--- src/rtl/fade_pkg.sv ---
package fade_pkg;

    localparam int unsigned SAMPLE_W = 20;
    localparam int unsigned GAIN_W   = 10;
    localparam int unsigned RATE_W   = 10;
    localparam int unsigned N_CHAN   = 2;

    typedef logic signed [SAMPLE_W-1:0] sample_t;
    typedef logic        [GAIN_W-1:0]   gain_t;
    typedef logic        [RATE_W-1:0]   rate_t;

    typedef enum logic [1:0] {
        DIR_HOLD = 2'd0,
        DIR_UP   = 2'd1,
        DIR_DOWN = 2'd2
    } step_dir_e;

endpackage

--- src/rtl/fade_step_ctrl.sv ---
module fade_step_ctrl
    import fade_pkg::*;
#(
    parameter int unsigned GW       = GAIN_W,
    parameter int unsigned RW       = RATE_W,
    parameter logic [GW-1:0] GAIN_INIT = '1
) (
    input  logic          clk,
    input  logic          rst_n,
    input  logic          strobe_i,
    input  logic          enable_i,
    input  logic [RW-1:0] rate_i,
    input  logic [GW-1:0] target_i,
    output logic [GW-1:0] gain_o
);

    typedef struct packed {
        logic [RW-1:0] cnt;
        logic [GW-1:0] gain;
    } ramp_state_t;

    ramp_state_t state_d, state_q;
    step_dir_e   dir;
    logic [RW:0] rate_eff;
    logic [RW:0] cnt_next;
    logic        step_due;

    always_comb begin
        state_d  = state_q;
        rate_eff = (rate_i == '0) ? (RW+1)'(1) : {1'b0, rate_i};
        cnt_next = {1'b0, state_q.cnt} + (RW+1)'(1);
        step_due = (cnt_next >= rate_eff);

        if (!enable_i || state_q.gain == target_i) begin
            dir = DIR_HOLD;
        end else if (state_q.gain < target_i) begin
            dir = DIR_UP;
        end else begin
            dir = DIR_DOWN;
        end

        if (strobe_i) begin
            if (dir == DIR_HOLD) begin
                state_d.cnt = '0;
            end else if (step_due) begin
                state_d.cnt = '0;
                if (dir == DIR_UP) begin
                    state_d.gain = state_q.gain + GW'(1);
                end else begin
                    state_d.gain = state_q.gain - GW'(1);
                end
            end else begin
                state_d.cnt = cnt_next[RW-1:0];
            end
        end
    end

    always_ff @(posedge clk or negedge rst_n) begin
        if (!rst_n) begin
            state_q.cnt  <= '0;
            state_q.gain <= GAIN_INIT;
        end else begin
            state_q <= state_d;
        end
    end

    assign gain_o = state_q.gain;


    gain_unit_step_chk: assert property (@(posedge clk) disable iff (!rst_n)
        (state_q.gain != $past(state_q.gain)) |->
            ((state_q.gain == $past(state_q.gain) + GW'(1)) ||
             (state_q.gain == $past(state_q.gain) - GW'(1))));


    gain_moves_on_strobe_chk: assert property (@(posedge clk) disable iff (!rst_n)
        (state_q.gain != $past(state_q.gain)) |-> $past(strobe_i));


    gain_frozen_chk: assert property (@(posedge clk) disable iff (!rst_n)
        $past(!enable_i) |-> (state_q.gain == $past(state_q.gain)));


    gain_parked_chk: assert property (@(posedge clk) disable iff (!rst_n)
        $past(state_q.gain == target_i) |-> (state_q.gain == $past(state_q.gain)));

endmodule

--- src/rtl/fade_chan_scale.sv ---
module fade_chan_scale
    import fade_pkg::*;
#(
    parameter int unsigned SW = SAMPLE_W,
    parameter int unsigned GW = GAIN_W
) (
    input  logic signed [SW-1:0] sample_i,
    input  logic        [GW-1:0] gain_i,
    input  logic                 atten_i,
    input  logic                 mute_i,
    output logic signed [SW-1:0] sample_o
);

    localparam int unsigned PW = SW + GW + 1;
    localparam logic signed [PW-1:0] TRUNC_BIAS = PW'((1 << GW) - 1);

    logic signed [PW-1:0] s_ext;
    logic signed [PW-1:0] g_ext;
    logic signed [PW-1:0] product;
    logic signed [PW-1:0] biased;
    logic signed [PW-1:0] unused_shifted;
    logic signed [SW-1:0] gained;
    logic signed [SW-1:0] shifted2;

    always_comb begin
        s_ext   = {{(GW+1){sample_i[SW-1]}}, sample_i};
        g_ext   = {{(SW+1){1'b0}}, gain_i};
        product = s_ext * g_ext;
        biased  = product[PW-1] ? (product + TRUNC_BIAS) : product;
        unused_shifted = biased >>> GW;
        gained  = unused_shifted[SW-1:0];
        shifted2 = gained >>> 2;

        if (mute_i) begin
            sample_o = '0;
        end else if (atten_i) begin
            sample_o = shifted2;
        end else begin
            sample_o = gained;
        end
    end

endmodule

--- src/rtl/fade_gain_stage.sv ---
module fade_gain_stage
    import fade_pkg::*;
#(
    parameter int unsigned SW = SAMPLE_W,
    parameter int unsigned GW = GAIN_W,
    parameter int unsigned RW = RATE_W
) (
    input  logic          clk,
    input  logic          rst_n,
    input  logic          smp_vld_i,
    input  logic [SW-1:0] smp_l_i,
    input  logic [SW-1:0] smp_r_i,
    input  logic          fade_en_i,
    input  logic [RW-1:0] fade_rate_i,
    input  logic [GW-1:0] fade_level_i,
    input  logic          atten_i,
    input  logic          mute_i,
    output logic          smp_vld_o,
    output logic [SW-1:0] smp_l_o,
    output logic [SW-1:0] smp_r_o
);

    localparam int unsigned NC = N_CHAN;

    typedef struct packed {
        logic          vld;
        logic [SW-1:0] l;
        logic [SW-1:0] r;
    } out_state_t;

    out_state_t out_d, out_q;
    logic [GW-1:0] gain_cur;
    logic [SW-1:0] chan_in  [NC];
    logic [SW-1:0] chan_out [NC];

    fade_step_ctrl #(
        .GW       (GW),
        .RW       (RW),
        .GAIN_INIT({GW{1'b1}})
    ) i_step (
        .clk     (clk),
        .rst_n   (rst_n),
        .strobe_i(smp_vld_i),
        .enable_i(fade_en_i),
        .rate_i  (fade_rate_i),
        .target_i(fade_level_i),
        .gain_o  (gain_cur)
    );

    assign chan_in[0] = smp_l_i;
    assign chan_in[1] = smp_r_i;

    for (genvar c = 0; c < NC; c++) begin : g_chan
        fade_chan_scale #(
            .SW(SW),
            .GW(GW)
        ) i_scale (
            .sample_i(chan_in[c]),
            .gain_i  (gain_cur),
            .atten_i (atten_i),
            .mute_i  (mute_i),
            .sample_o(chan_out[c])
        );
    end

    always_comb begin
        out_d     = out_q;
        out_d.vld = smp_vld_i;
        if (smp_vld_i) begin
            out_d.l = chan_out[0];
            out_d.r = chan_out[1];
        end
    end

    always_ff @(posedge clk or negedge rst_n) begin
        if (!rst_n) begin
            out_q <= '0;
        end else begin
            out_q <= out_d;
        end
    end

    assign smp_vld_o = out_q.vld;
    assign smp_l_o   = out_q.l;
    assign smp_r_o   = out_q.r;


    out_hold_chk: assert property (@(posedge clk) disable iff (!rst_n)
        $past(!smp_vld_i) |-> ($stable(smp_l_o) && $stable(smp_r_o)));


    mute_silence_chk: assert property (@(posedge clk) disable iff (!rst_n)
        $past(smp_vld_i && mute_i) |-> (smp_l_o == '0 && smp_r_o == '0));


    sign_kept_chk: assert property (@(posedge clk) disable iff (!rst_n)
        $past(smp_vld_i && !smp_l_i[SW-1]) |-> !smp_l_o[SW-1]);


    vld_follows_chk: assert property (@(posedge clk) disable iff (!rst_n)
        $past(smp_vld_i) |-> smp_vld_o);

endmodule

--- config.mk ---
export PLATFORM = sky130hd
export DESIGN_NAME = fade_gain_stage
export DESIGN_NICKNAME = d
export VERILOG_FILES = /design/src/rtl/fade_pkg.sv /design/src/rtl/fade_step_ctrl.sv /design/src/rtl/fade_chan_scale.sv /design/src/rtl/fade_gain_stage.sv
export SDC_FILE = /design/constraint.sdc
export NUM_CORES = 1
export LEC_CHECK = 0
export ABC_AREA = 1
export BUFFER_PORTS_ARGS = -buffer_cell sky130_fd_sc_hd__clkbuf_2
export CAP_MARGIN = 0
export CORE_AREA = 2 2 177 310
export CTS_BUF_LIST = sky130_fd_sc_hd__clkbuf_4 sky130_fd_sc_hd__clkbuf_8
export CTS_CLUSTER_SIZE = 10
export DETAILED_ROUTE_END_ITERATION = 8
export DIE_AREA = 0 0 179 312
export REMOVE_ABC_BUFFERS = 1
export SLEW_MARGIN = 20
export SYNTH_ARGS = -nofsm -noshare
export SYNTH_HDL_FRONTEND = slang
export SYNTH_SLANG_ARGS = --single-unit
--- constraint.sdc ---
create_clock -name clk -period 6.1 [get_ports clk]
set_input_delay 1.22 -clock clk [delete_from_list [all_inputs] [get_ports clk]]
set_output_delay 1.22 -clock clk [all_outputs]
set_load 0.05 [all_outputs]
==> results of run 1 <==
==> flip-flops by register name (all words and copies together) (netlist names) <==
| signal | count |
|---|---|
| smp_vld_o | 1 |
| smp_r_o | 20 |
| i_step.state_q | 10 |
| i_step.gain_o | 10 |
| smp_l_o | 20 |
==> Yosys cell counts (all sizes together) <==
cell type	n	share of area, %
a31o	1	0.041
o21a	1	0.036
o31ai	1	0.036
clkbuf	65	1.2
o221ai	2	0.083
or2	3	0.089
nand4	35	1.1
nor3	28	0.66
xnor2	19	0.79
buf	36	0.66
nand2	960	17
fa	355	34
inv	878	16
o21bai	7	0.25
a211oi	3	0.11
a21o	5	0.18
dfrtp	51	6.0
nor4	3	0.089
nand3	154	3.7
o211ai	8	0.28
nor3b	2	0.071
nand3b	14	0.50
and2	3	0.089
a21oi	60	1.4
dfstp	10	1.2
xor2	30	1.3
clkinv	2	0.036
o22ai	10	0.30
nor2	135	2.6
o21ai	27	0.64
ha	167	9.9
==> cells in the final DEF, fill, tap and decap left out, types with 17 or more instances in the layout <==
master | synthesis | routed
fa_1 | 355 | 332
fa_2 | 0 | 23
inv_2 | 4 | 46
ha_1 | 167 | 119
dfrtp_1 | 51 | 51
inv_1 | 874 | 831
nor2_4 | 4 | 38
o21ai_0 | 25 | 17
ha_4 | 0 | 45
nor2_2 | 9 | 40
nand3_2 | 4 | 32
xnor2_1 | 19 | 17
buf_6 | 0 | 24
nand2_2 | 25 | 124
nor2_1 | 122 | 57
buf_4 | 0 | 396
xor2_1 | 29 | 20
nand2_1 | 934 | 808
nand2_4 | 1 | 27
clkbuf_2 | 0 | 69
a21oi_1 | 59 | 41
nand3_1 | 150 | 116
nand4_1 | 33 | 33
==> routing by layer <==
metal / vias up / routed length (um) / GRT usage, %
li1: 9729 / - / -
met1: 9746 / 21500 / 22.5
met2: 415 / 37300 / 48.3
met3: 216 / 2090 / 2.47
met4: 0 / 3860 / 12.8
met5: - / 0 / 0
==> stage by stage <==
| stage | instance area (sq um) | TNS, ns | setup slack [ns] |
|---|---|---|---|
| detailed placement | 25200 | -18.43 | -0.602 |
| finish | 27800 | 0 | 0.124 |
| global route | 27800 | -1.51 | -0.145 |
| floorplan | 20800 | 0 | 0.118 |
| global placement | 25200 | -17.19 | -0.561 |
| CTS | 25700 | -0.0316 | -0.0282 |
==> tightest hold or removal path, cell delays in order (launching register included) <==
cell     delay (ns)
dfrtp_1        0.34
nand2_1        0.06
nand2_1        0.05
==> layout make-up <==
class / count / share of cell area [%]
Timing Repair Buffer: 517 / 14.3
Clock inverter: 4 / 0.261
Antenna cell: 1 / 0.00901
Sequential cell: 61 / 5.54
Tap cell: 684 / 3.08
Multi-Input combinational cell: 2033 / 64.4
Inverter: 880 / 11.9
Clock buffer: 11 / 0.522
==> path summary, 6_finish.rpt <==
path                       depth (start not counted)  slack [ns]              from     endpoint
setup / recovery                                  31        0.12       smp_r_i[10]  smp_r_o[17]
hold / removal                                     2        0.48        smp_l_o[0]   smp_l_o[0]
setup reg to reg                                  31        0.27  i_step.gain_o[4]  smp_r_o[17]
hold reg to reg                                    2        0.48        smp_l_o[0]   smp_l_o[0]
max in group asynchronous                          2        4.54             rst_n   smp_l_o[1]
min in group asynchronous                          2        0.99             rst_n    smp_vld_o
==> cells by family (layout without fill, tap and decap cells) <==
| kind of cell | after synthesis | in the layout | share of synthesized area, % |
|---|---|---|---|
| adders and majority gates | 522 | 522 | 43.5 |
| xor gates and xnor gates | 49 | 49 | 2.07 |
| DFF | 61 | 61 | 7.28 |
| AOI/OAI and AO/OA | 125 | 125 | 3.38 |
| other | 0 | 1 | 0 |
| buffers and inverters | 981 | 1412 | 17.4 |
| and+or+nand+nor | 1337 | 1337 | 26.3 |
==> timing repair <==
| action | CTS | global route |
|---|---|---|
| pin swaps | 12 | 253 |
| gates resized for setup | 66 | 535 |
| endpoints found under the setup margin | 32 | 40 |
| buffers inserted | 2 | 30 |
==> flow_summary.ini, run 1 <==
[route]
viasPerCell = 4.80
wl_um = 64800
dr.pass1.iters = 5
num_vias = 20106
wl_per_cell_um = 15.5
drcViolationCount = 0
ant_nets = 0
drtIter0Drc = 680

[layout]
finalNonFillerCells = 4191
drive_above_1_share_pct = 28.0
num-nets-final = 4090
fin_util_pct = 52.3
area_growth_pct = 31.4
final-seq-area_sq_um = 1540
nFillCells = 5137
multi_input_area_sq_um = 17900

[synth]
avgSynthCellArea_sq_um = 6.88
yosysSeqAreaShare_pct = 7.28
synth.distinct_cells = 43
synth_seq_cells = 61
syn-instance-count = 3075
yosys_warnings = 0
netlist_area_sq_um = 21100

[clocking]
cts_max_level = 3
cts_tree = built
clk_latency_ns = 0.38
cts_buffer_depth = 2
numCtsBuffers = 9
clk_pin_slew_worst_paths_ns = 0.07
cts_sinks = 61
clockRootBuffer = clkbuf_8
cts_hold_buf = 0

[sta]
min_period_ns = 5.98
setup_violations = 0
relSlewSlack_pct = 45.9
finalHoldViolations = 0
fin_skew_ns = 0.00775
fin_worst_hold_slack_ns = 0.483
finalCritPeriodShare_pct = 98.0
finalMaxSlewViolations = 0
fmax_ghz = 0.167
worst_slew_pin_slew_ns = 0.811
rsz0062_at_grt = yes

[floorplanning]
initial_core_util_pct = 39.8
die_h_um = 312
core-area_sq_um = 53100
ios = 107
dieWidth_um = 179
fp.dieArea_sq_um = 55800
rows = 112

[critical_path]
cp_data_arrival_time_ns = 6.24
critPathLaunchType = input pin
slowest_stage = fa_1
criticalPathCategory = input pin to flip-flop
cp_common_cell = nand2_1
critical_path.max_fanout = 8
crit_path_end_kind = flip-flop
critPathBufInv = 9
cpLargestDelayFamily = adder cells
critPathRequiredTime_ns = 6.37
critPathMaxStageDelay_ns = 0.53

[global_route]
track_usage_pct = 23.9
grt_pass1_vias = 21877
grt_pass1_wl_um = 104000
overflow = 0
grt_max_degree = 62
antenna_found_initial = 1

[job]
maxCapViolCount = 0

[place]
dp_cells = 4145
gp_congestion = 0.968
io_buffers = 106
place_hpwl_um = 54500

[worst_hold_path]
hold_class = flip-flop to flip-flop

[run_status]
run_status = finished, final reports clean
Power of run 1 is not shown: default switching activity piles up to over one toggle a cycle in this logic, so the estimate is an artifact.
==> run 2: changes to the inputs <==
--- a/config.mk
+++ b/config.mk
@@ -8,11 +8,11 @@
 export ABC_AREA = 1
 export BUFFER_PORTS_ARGS = -buffer_cell sky130_fd_sc_hd__clkbuf_2
 export CAP_MARGIN = 0
-export CORE_AREA = 2 2 177 310
+export CORE_AREA = 2 2 167 292
 export CTS_BUF_LIST = sky130_fd_sc_hd__clkbuf_4 sky130_fd_sc_hd__clkbuf_8
 export CTS_CLUSTER_SIZE = 10
 export DETAILED_ROUTE_END_ITERATION = 8
-export DIE_AREA = 0 0 179 312
+export DIE_AREA = 0 0 169 294
 export REMOVE_ABC_BUFFERS = 1
 export SLEW_MARGIN = 20
 export SYNTH_ARGS = -nofsm -noshare
==> run 2 against run 1 <==
Non-clock buffer count shrank 9. First-iteration DRC count rose by 32%. Design area down 0.50%. Routed wire length rose by 5.2%. Utilization increased by 5.9 points. Clock skew increased by 0.0096 ns. Global-route usage grew 4.2 points. Sequential cell count unchanged. Via count is 1.7% higher. Register-to-register slack lost 0.12 ns. Largest cell class unchanged.
==> flow_summary.ini, run 2 (synthesis results as in run 1) <==
[critical_path]
critPathLaunchType = input pin
cpLargestDelayFamily = adder cells
cp_common_cell = nand2_1
crit_path_end_kind = flip-flop
criticalPathCategory = input pin to flip-flop
critPathRequiredTime_ns = 6.41
critical_path.max_fanout = 8
critPathBufInv = 7
critPathMaxStageDelay_ns = 0.54
slowest_stage = fa_1
cp_data_arrival_time_ns = 6.27

[route]
ant_nets = 0
dr.pass1.iters = 7
wl_um = 68100
num_vias = 20444
viasPerCell = 4.99
drtIter0Drc = 900
drcViolationCount = 0
wl_per_cell_um = 16.6

[clocking]
cts_tree = built
clockRootBuffer = clkbuf_8
numCtsBuffers = 9
clk_pin_slew_worst_paths_ns = 0.07
cts_sinks = 61
cts_max_level = 3
clk_latency_ns = 0.38
cts_hold_buf = 0
cts_buffer_depth = 2

[floorplanning]
rows = 106
ios = 107
dieWidth_um = 169
core-area_sq_um = 47500
initial_core_util_pct = 44.5
fp.dieArea_sq_um = 49700
die_h_um = 294

[sta]
finalCritPeriodShare_pct = 97.8
finalHoldViolations = 0
min_period_ns = 5.97
relSlewSlack_pct = 44.3
setup_ws_ns = 0.134
fin_skew_ns = 0.0174
rsz0062_at_grt = yes
finalMaxSlewViolations = 0
setup_violations = 0
fmax_ghz = 0.168
worst_slew_pin_slew_ns = 0.836

[layout]
num-nets-final = 4081
area_growth_pct = 30.7
final_common_cell = inv_1
fin_util_pct = 58.2
nFillCells = 4528
finalNonFillerCells = 4093
drive_above_1_share_pct = 28.3
mostFrequentLayoutCells = 828 x inv_1, 787 x nand2_1, 374 x buf_4, 329 x fa_1, 138 x nand2_2

[global_route]
overflow = 0
antenna_found_initial = 2
track_usage_pct = 28.0
grt_pass1_wl_um = 108000
grt_pass1_vias = 22578
grt_max_degree = 62

[run_status]
run_status = finished, final reports clean

[place]
gp_congestion = 1.00
io_buffers = 106
dp_cells = 4031
place_hpwl_um = 57800
place_ws_ns = -0.681

[worst_hold_path]
hold_class = flip-flop to flip-flop

[job]
maxCapViolCount = 0
==> run 2: final cells by class <==
type / instances / area [sq um] / area share (%)
multi-input cells: 2033 / 17900 / 64.8
well taps: 594 / 743 / 2.69
flip-flops and latches: 61 / 1540 / 5.58
repair buffers: 508 / 3950 / 14.3
inverters: 880 / 3310 / 12.0
diodes: 1 / 2.50 / 0.00905
clock inverters: 6 / 38.8 / 0.140
clock buffers: 10 / 138 / 0.498
==> run 2: final timing paths <==
kind | startpoint | end | slack (ns) | depth (start not counted)
hold reg to reg | smp_l_o[0] | smp_l_o[0] | 0.48 | 2
setup reg to reg | i_step.gain_o[5] | smp_l_o[15] | 0.15 | 26
max in group asynchronous | rst_n | i_step.state_q[17] | 4.52 | 2
setup / recovery | smp_l_i[13] | smp_l_o[17] | 0.13 | 28
hold / removal | smp_l_o[0] | smp_l_o[0] | 0.48 | 2
min in group asynchronous | rst_n | smp_r_o[11] | 1.01 | 2
==> run 2: routing by layer <==
layer / share of wire [%] / GRT usage [%]
met1: 31 / 23.7
met2: 59 / 59.8
met3: 2.5 / 2.19
met4: 7.3 / 18.1
met5: 0.013 / 0
==> run 2: through the flow <==
stage	TNS, ns	hold slack (ns)	cell area, sq um
after global placement	-22.14	0.467	24900
after CTS	0	0.485	25600
after detailed placement	-23.03	0.466	24900
final	0	0.483	27600
after global routing	-1.04	0.511	27600
after floorplan	0	0.528	20800
==> run 2: repair_timing <==
item / 4_1_cts / 5_1_grt
setup endpoints to repair: 39 / 40
resized for setup: 122 / 492
gates cloned: 0 / 0
pin swaps: 18 / 216
setup buffers: 7 / 38
==> run 2: worst register-to-register path, cell delays in order, from the launching register on <==
cell	delay, ns
dfstp_2	0.62
buf_12	0.24
buf_4	0.20
nand2_1	0.07
inv_2	0.12
fa_2	0.49
buf_12	0.16
fa_1	0.53
inv_1	0.06
fa_1	0.54
fa_1	0.45
fa_1	0.49
inv_1	0.06
ha_4	0.21
nand2_2	0.11
inv_1	0.07
a21oi_2	0.13
nand2_1	0.07
a21oi_2	0.11
nand2_2	0.08
buf_4	0.14
xnor2_1	0.11
buf_4	0.16
nor3_1	0.24
nand3_1	0.19
nand3_1	0.13
nand3_1	0.07
Power of run 2 is left out for the same reason.
